File: config.mk
export PLATFORM = sky130hd
export DESIGN_NAME = dma_done_ctrl
export DESIGN_NICKNAME = d
export VERILOG_FILES = /design/src/rtl/dmadn_pkg.sv /design/src/rtl/dmadn_align.sv /design/src/rtl/dmadn_drive.sv /design/src/rtl/dmadn_term.sv /design/src/rtl/dma_done_ctrl.sv
export SDC_FILE = /design/constraint.sdc
export NUM_CORES = 1
export LEC_CHECK = 0
export BUFFER_PORTS_ARGS = -buffer_cell sky130_fd_sc_hd__buf_2
export CAP_MARGIN = 10
export CORE_UTILIZATION = 45
export DETAILED_ROUTE_END_ITERATION = 10
export GPL_ROUTABILITY_DRIVEN = 0
export PLACE_DENSITY_LB_ADDON = 0.08
export SYNTH_ARGS = -nofsm -noshare
export SYNTH_HDL_FRONTEND = slang
export SYNTH_SLANG_ARGS = --single-unit
export TNS_END_PERCENT = 20
File: constraint.sdc
create_clock -name clk -period 2.33 [get_ports clk]
set_input_delay 0.233 -clock clk [delete_from_list [all_inputs] [get_ports clk]]
set_output_delay 0.233 -clock clk [all_outputs]
set_load 0.01 [all_outputs]
File: src/rtl/dmadn_pkg.sv
package dmadn_pkg;

    typedef enum logic [1:0] {
        ST_IDLE      = 2'd0,
        ST_END_DESC  = 2'd1,
        ST_END_CHAIN = 2'd2
    } dn_state_e;

    localparam int MODE_BIT_IN  = 0;
    localparam int MODE_BIT_OUT = 1;

endpackage

File: src/rtl/dmadn_align.sv
module dmadn_align #(
    parameter int NCH    = 4,
    parameter int STAGES = 2
) (
    input  logic           clk,
    input  logic           rst_n,
    input  logic           pin_n,
    input  logic [NCH-1:0] ack,
    output logic           pin_sync_n,
    output logic [NCH-1:0] ack_al
);
    logic [STAGES-1:0] pin_q;
    logic [NCH-1:0]    ack_q [STAGES];

    always_ff @(posedge clk or negedge rst_n) begin
        if (!rst_n) begin
            pin_q <= '1;
            for (int k = 0; k < STAGES; k++) ack_q[k] <= '0;
        end else begin
            pin_q    <= {pin_q[STAGES-2:0], pin_n};
            ack_q[0] <= ack;
            for (int k = 1; k < STAGES; k++) ack_q[k] <= ack_q[k-1];
        end
    end

    assign pin_sync_n = pin_q[STAGES-1];
    assign ack_al     = ack_q[STAGES-1];

endmodule

File: src/rtl/dmadn_drive.sv
module dmadn_drive #(
    parameter int NCH = 4
) (
    input  logic [NCH-1:0] ack,
    input  logic [NCH-1:0] out_en,
    input  logic [NCH-1:0] chain_end,
    input  logic           last_xfer,
    input  logic           last_desc,
    output logic           drive
);
    always_comb begin
        drive = 1'b0;
        for (int i = 0; i < NCH; i++) begin
            if (ack[i] && out_en[i] && last_xfer && (!chain_end[i] || last_desc))
                drive = 1'b1;
        end
    end
endmodule

File: src/rtl/dmadn_term.sv
module dmadn_term
    import dmadn_pkg::*;
#(
    parameter int NCH = 4
) (
    input  logic           clk,
    input  logic           rst_n,
    input  logic [NCH-1:0] ack_al,
    input  logic           pin_sync_n,
    input  logic [NCH-1:0] in_en,
    input  logic [NCH-1:0] chain_end,
    output logic [NCH-1:0] term_req,
    output logic [NCH-1:0] flag_ext,
    output logic [NCH-1:0] flag_xfer_end,
    output logic [NCH-1:0] flag_chain_end,
    output logic [NCH-1:0] clr_active
);
    localparam int CW = (NCH > 1) ? $clog2(NCH) : 1;

    dn_state_e     state, state_nx;
    logic [CW-1:0] ch_q, ch_nx;
    logic          hit;

    always_comb begin
        hit   = 1'b0;
        ch_nx = ch_q;
        for (int i = 0; i < NCH; i++) begin
            if (ack_al[i] && in_en[i] && !pin_sync_n) begin
                hit   = 1'b1;
                ch_nx = CW'(i);
            end
        end
        if (!hit)                  state_nx = ST_IDLE;
        else if (chain_end[ch_nx]) state_nx = ST_END_CHAIN;
        else                       state_nx = ST_END_DESC;
    end

    always_ff @(posedge clk or negedge rst_n) begin
        if (!rst_n) begin
            state <= ST_IDLE;
            ch_q  <= '0;
        end else begin
            state <= state_nx;
            ch_q  <= ch_nx;
        end
    end

    always_comb begin
        term_req       = '0;
        flag_ext       = '0;
        flag_xfer_end  = '0;
        flag_chain_end = '0;
        clr_active     = '0;
        unique case (state)
            ST_IDLE: ;
            ST_END_DESC: begin
                term_req[ch_q]      = 1'b1;
                flag_ext[ch_q]      = 1'b1;
                flag_xfer_end[ch_q] = 1'b1;
            end
            ST_END_CHAIN: begin
                term_req[ch_q]       = 1'b1;
                flag_ext[ch_q]       = 1'b1;
                flag_xfer_end[ch_q]  = 1'b1;
                flag_chain_end[ch_q] = 1'b1;
                clr_active[ch_q]     = 1'b1;
            end
            default: ;
        endcase
    end

    assert_one_channel_R9: assert property (@(posedge clk) disable iff (!rst_n)
        $onehot0(term_req));

    assert_chain_set_R7: assert property (@(posedge clk) disable iff (!rst_n)
        (|flag_chain_end) |-> (flag_chain_end == clr_active && flag_chain_end == flag_xfer_end));

    assert_desc_only_R8: assert property (@(posedge clk) disable iff (!rst_n)
        (|(flag_xfer_end & ~flag_chain_end)) |-> (clr_active == '0));

    for (genvar g = 0; g < NCH; g++) begin : g_chk
        assert_term_after_ack_R6: assert property (@(posedge clk) disable iff (!rst_n)
            term_req[g] |-> $past(ack_al[g] && in_en[g] && !pin_sync_n));
    end

endmodule

File: src/rtl/dma_done_ctrl.sv
module dma_done_ctrl #(
    parameter int NCH         = 4,
    parameter int SYNC_STAGES = 2
) (
    input  logic             clk,
    input  logic             rst_n,
    input  logic [NCH-1:0]   ack,
    input  logic             last_xfer,
    input  logic             last_desc,
    input  logic [2*NCH-1:0] done_mode,
    input  logic [NCH-1:0]   chain_end,
    input  logic             done_in_n,
    output logic             done_out_n,
    output logic             done_oe,
    output logic [NCH-1:0]   term_req,
    output logic [NCH-1:0]   flag_ext,
    output logic [NCH-1:0]   flag_xfer_end,
    output logic [NCH-1:0]   flag_chain_end,
    output logic [NCH-1:0]   clr_active
);
    import dmadn_pkg::*;

    logic [NCH-1:0] in_en, out_en, ack_al;
    logic           pin_sync_n, drive;

    for (genvar g = 0; g < NCH; g++) begin : g_mode
        assign in_en[g]  = done_mode[2*g + MODE_BIT_IN];
        assign out_en[g] = done_mode[2*g + MODE_BIT_OUT];
    end

    dmadn_align #(.NCH(NCH), .STAGES(SYNC_STAGES)) u_align (
        .clk(clk), .rst_n(rst_n), .pin_n(done_in_n), .ack(ack),
        .pin_sync_n(pin_sync_n), .ack_al(ack_al)
    );

    dmadn_drive #(.NCH(NCH)) u_drive (
        .ack(ack), .out_en(out_en), .chain_end(chain_end),
        .last_xfer(last_xfer), .last_desc(last_desc), .drive(drive)
    );

    dmadn_term #(.NCH(NCH)) u_term (
        .clk(clk), .rst_n(rst_n), .ack_al(ack_al), .pin_sync_n(pin_sync_n),
        .in_en(in_en), .chain_end(chain_end), .term_req(term_req),
        .flag_ext(flag_ext), .flag_xfer_end(flag_xfer_end),
        .flag_chain_end(flag_chain_end), .clr_active(clr_active)
    );

    assign done_oe    = drive;
    assign done_out_n = !drive;

    assert_oe_needs_ack_R2: assert property (@(posedge clk) disable iff (!rst_n)
        done_oe |-> (|(ack & out_en)));

    assert_oe_last_xfer_R3: assert property (@(posedge clk) disable iff (!rst_n)
        done_oe |-> last_xfer);

    assert_pin_level_R5: assert property (@(posedge clk) disable iff (!rst_n)
        done_oe != done_out_n);

endmodule

# == Word-level counts from Yosys, hierarchy flattened ==
# Index checks and enable logic that the tools add are counted.
# word_totals
output_inout_bits,22
ff_bits,14
inputBits,21
word_cells,62
# op_classes
magnitude_cmp,3
n_eq_ne,2
reduce_logical,32
mux,20
# ops
operator,n
1-bit logical AND,21
2-bit two-way mux,6
1-bit two-way mux,10
4-bit two-way mux,2
1-bit zero test,6
"2-bit by 3-bit < comparator with 1-bit output, second input constant",2
1-bit logical OR,4
1-bit binary-select mux with 2-bit select,1
1-bit demux with 2-bit select,1
"2-bit by 1-bit equality test with 1-bit output, second input constant",1
"2-bit equality test, second input constant",1
"2-bit by 1-bit >= comparator with 1-bit output, second input constant",1
2-bit OR reduction,1

# == Depth between registers and ports, before layout ==
# logic_depth
ltp_word,10
depth_mapped,5
ltp_nobuf,5

# == Hierarchy ==
# From an unflattened synthesis, not the netlist that was laid out.
# hier_totals
hier_cells,77
hier_area_um2,775.7
# by_module_without_submodules
mod,cells_each,seq_area_each_um2,area_per_inst_um2,n_inst
dmadn_term,52,100.1,427.9,1
dmadn_align,14,252.7,282.8,1
dmadn_drive,10,0.0,61.3,1
dma_done_ctrl,1,0.0,3.8,1

# == Least setup slack after synthesis ==
# OpenSTA, ideal clock, no wires.
# synth_path
path_kind,register to output
from,register u_term.state[0]
to,output port flag_xfer_end[1]
t_required_ns,2.097
n_path_buf,1
slack_ns,0.797
stages_incl_launch_ff,5
t_arrival_ns,1.300
path_cell_list,dfrtp_1 > inv_1 > ha_1 > nor3b_1 > buf_4
# synth_via
elab_chain_len,3
word_cells_on_any_way,4
classes_between,2 x eq/ne; 1 x mux; 1 x reduce/logical
# synth_rtl
item,line_no,rtl
start: declaration,dmadn_term.sv:20,"dn_state_e state, state_nx;"
start signal: assignment,dmadn_term.sv:43,state <= state_nx;
2-bit by 1-bit equality test with 1-bit output or 2-bit equality test (tied branches),-,
2-bit OR reduction (no line) (*),-,
4-bit two-way mux (*),-,
end: declaration,dma_done_ctrl.sv:17,"output logic [NCH-1:0] flag_xfer_end,"
# Mark *: on every way between the ends. The rest lies on a longest branch, timed or not.

# == Worst setup path after layout ==
# layout_path
from,register u_term.state[1]
to,output port flag_ext[1]
# layout_via
elab_chain_len,3
word_cells_on_any_way,4
classes_between,2 x eq/ne; 1 x mux; 1 x reduce/logical
# layout_rtl
item,line_no,rtl
2-bit by 1-bit equality test with 1-bit output or 2-bit equality test (tied branches),dmadn_term.sv:54,unique case (state)
2-bit OR reduction (no line) (*),-,
4-bit two-way mux (*),-,
end: declaration,dma_done_ctrl.sv:16,"output logic [NCH-1:0] flag_ext,"
# Marked as above.

==> metrics.txt <==
HPWL Detailed=1.16 mm; Die W=42.5 microns; n_diodes=0; Yosys reg bits=14; Setup Buffers After CTS=0; Rel. slew slack=0.770; H-tree depth=1; syn_nets=92; DR vias/cell=5.23; VDD IR max=0.401 mV; Routed Antenna Nets=0; critical path peak fanout=4; DRT Pass-1 Iters=4; Async SR Flop Fraction=1.00; Slew @ Worst Pin=0.342 ns; Netlist Area Pre-Place=738 sq um; residual DRC count=0; multi-input logic area=265 sq um; CTS root buffer=clkbuf_4; die area=1810 sq um; warnings from Yosys=0; TritonCTS Sinks=14; Highest Clock Rate=0.602 GHz; synth unique cells=30; Port Buf Inserts=42; Hold Buf Count CTS=1; syn avg cell area=10.5 sq um; Layout Skew=0.00760 ns; final global-route overflow total=0; Cell Pwr Density=636 nW/um^2; Placement Setup Slack=0.845 ns; Fin. Hold Viols=0; CTS tree=built; Leakage=0.502 nW; cts repair resizes=0; max-cap viol count=0; CP Launch Type=register; largest cells by area after synthesis=dfrtp_1 (41%), buf_4 (12%), dfstp_2 (7.1%), and3b_1 (3.6%), nand2_1 (3.1%); fill count=132; Synth Instances=70; setup total negative slack=0 ns; layout cells sized above 1=0.490; Worst Path Arrival=1.43 ns; DR vias=627; Nets=127; worst skew pair latency=0.27 ns; IO Count=43; top_reg_cell synth=dfrtp_1; # setup viols final=0; Critical Path RT=2.10 ns; initial drt markers=9; CP startpoint=u_term.state[1]; Initial Util=0.484; WS Path Type=register to output port; CP endpoint kind=output port; Fin Hold WS=0.0625 ns; clock buffer count from CTS=3; All-Layer GR Usage=0.188; first-pass GRT wire length=2.48 mm; Yosys top cell area share=0.407; Max Root-Sink Buffers=2; RSZ-0062 raised after global routing=false; core area=1520 sq um; FP Rows=14; Hold Path Class=input port to register; final wirelength=1.46 mm; Final period util=0.713; Post-synth EDFFs=0; Die Y=42.5 microns; Reg clk slew, reported paths=0.08 ns; initial antenna violation count=0; Synth area leader=dfrtp_1; largest net degree at the start of global routing=15; Sequential cell area=353 sq um; minimum clock period after layout=1.66 ns; status=finished clean; worst r2r src=u_align.pin_q[1]; area delta synth->final=22.4%; number of global-route vias before repair=570; Avg WL per Cell=12.2 microns; setup ws final=0.670 ns; top cells by count, synth=buf_4 (12), dfrtp_1 (12), nand2_1 (6); post-synthesis sequential area ratio=0.478; Slew Viols, Final=0; worst hold start=done_in_n
[layer usage]
metal	global-route usage	up-vias	part of all wire
met1	0.265	282	0.45
met2	0.265	37	0.45
met4	0.113	0	0.014
met5	0	-	0
li1	-	304	-
met3	0.0388	4	0.081
[report_power, final]
part           internal (W)  switching [W]
logic             0.0000730      0.0000808
clock network     0.0000662      0.0000705
registers          0.000263      0.0000207
total              0.000402       0.000172
[path summary, 6_finish.rpt]
| path | end | slack [ns] | cells after the start |
|---|---|---|---|
| setup / recovery | flag_ext[1] | 0.67 | 3 |
| hold / removal | u_align.pin_q[0] | 0.06 | 1 |
| setup reg to reg | u_term.state[0] | 0.83 | 5 |
| hold reg to reg | u_align.pin_q[1] | 0.36 | 0 |
| max in group asynchronous | u_align.pin_q[0] | 1.66 | 2 |
| min in group asynchronous | u_align.ack_al[0] | 0.38 | 2 |
[cells by family (layout without fill, tap and decap cells)]
family | after synthesis | after routing | synth area share
AO/OA/AOI/OAI | 18 | 18 | 0.183
adder cells (fa/ha/maj) | 1 | 1 | 0.0169
buffers and inverters | 18 | 52 | 0.163
flip-flops | 14 | 14 | 0.478
AND/OR/NAND/NOR | 19 | 19 | 0.159
[layout make-up]
| class | count | area share |
|---|---|---|
| Sequential cell | 14 | 0.391 |
| Multi-Input combinational cell | 38 | 0.294 |
| Timing Repair Buffer | 43 | 0.244 |
| Clock buffer | 4 | 0.0291 |
| Tap cell | 16 | 0.0222 |
| Inverter | 5 | 0.0208 |
[flip-flops by register name, indices dropped and copies added (netlist names)]
signal and count:
u_align.ack_al 4, u_align.ack_q 4, u_align.pin_q 2, u_term.ch_q 2, u_term.state 2
[stage by stage]
| step | std cells | area [sq um] | utilization | total power [W] |
|---|---|---|---|---|
| 2_1_floorplan | 70 | 738 | - | 0.000403 |
| 3_3_place_gp | 115 | 867 | 0.569 | 0.000438 |
| 3_5_place_dp | 115 | 867 | 0.569 | 0.000441 |
| 4_1_cts | 120 | 903 | 0.593 | 0.000582 |
| 5_1_grt | 120 | 903 | 0.593 | 0.000620 |
| 6_report | 120 | 903 | 0.593 | 0.000575 |
[critical path, stage by stage (launching register included)]
cell	delay [ns]
dfrtp_1	0.38
ha_1	0.32
nor3b_1	0.27
buf_2	0.19
[layout by cell type (no fill, tap or decap), types with 2 or more instances in the layout]
cell,netlist,routed
buf_2,0,42
dfrtp_1,12,12
nand2_1,6,6
inv_1,5,5
nor3b_1,3,3
and3b_1,3,3
o211ai_1,3,3
clkbuf_4,0,3
o21ai_0,2,2
a21oi_1,2,2
dfstp_2,2,2
No activity file was read; power rests on OpenSTA's default activity.
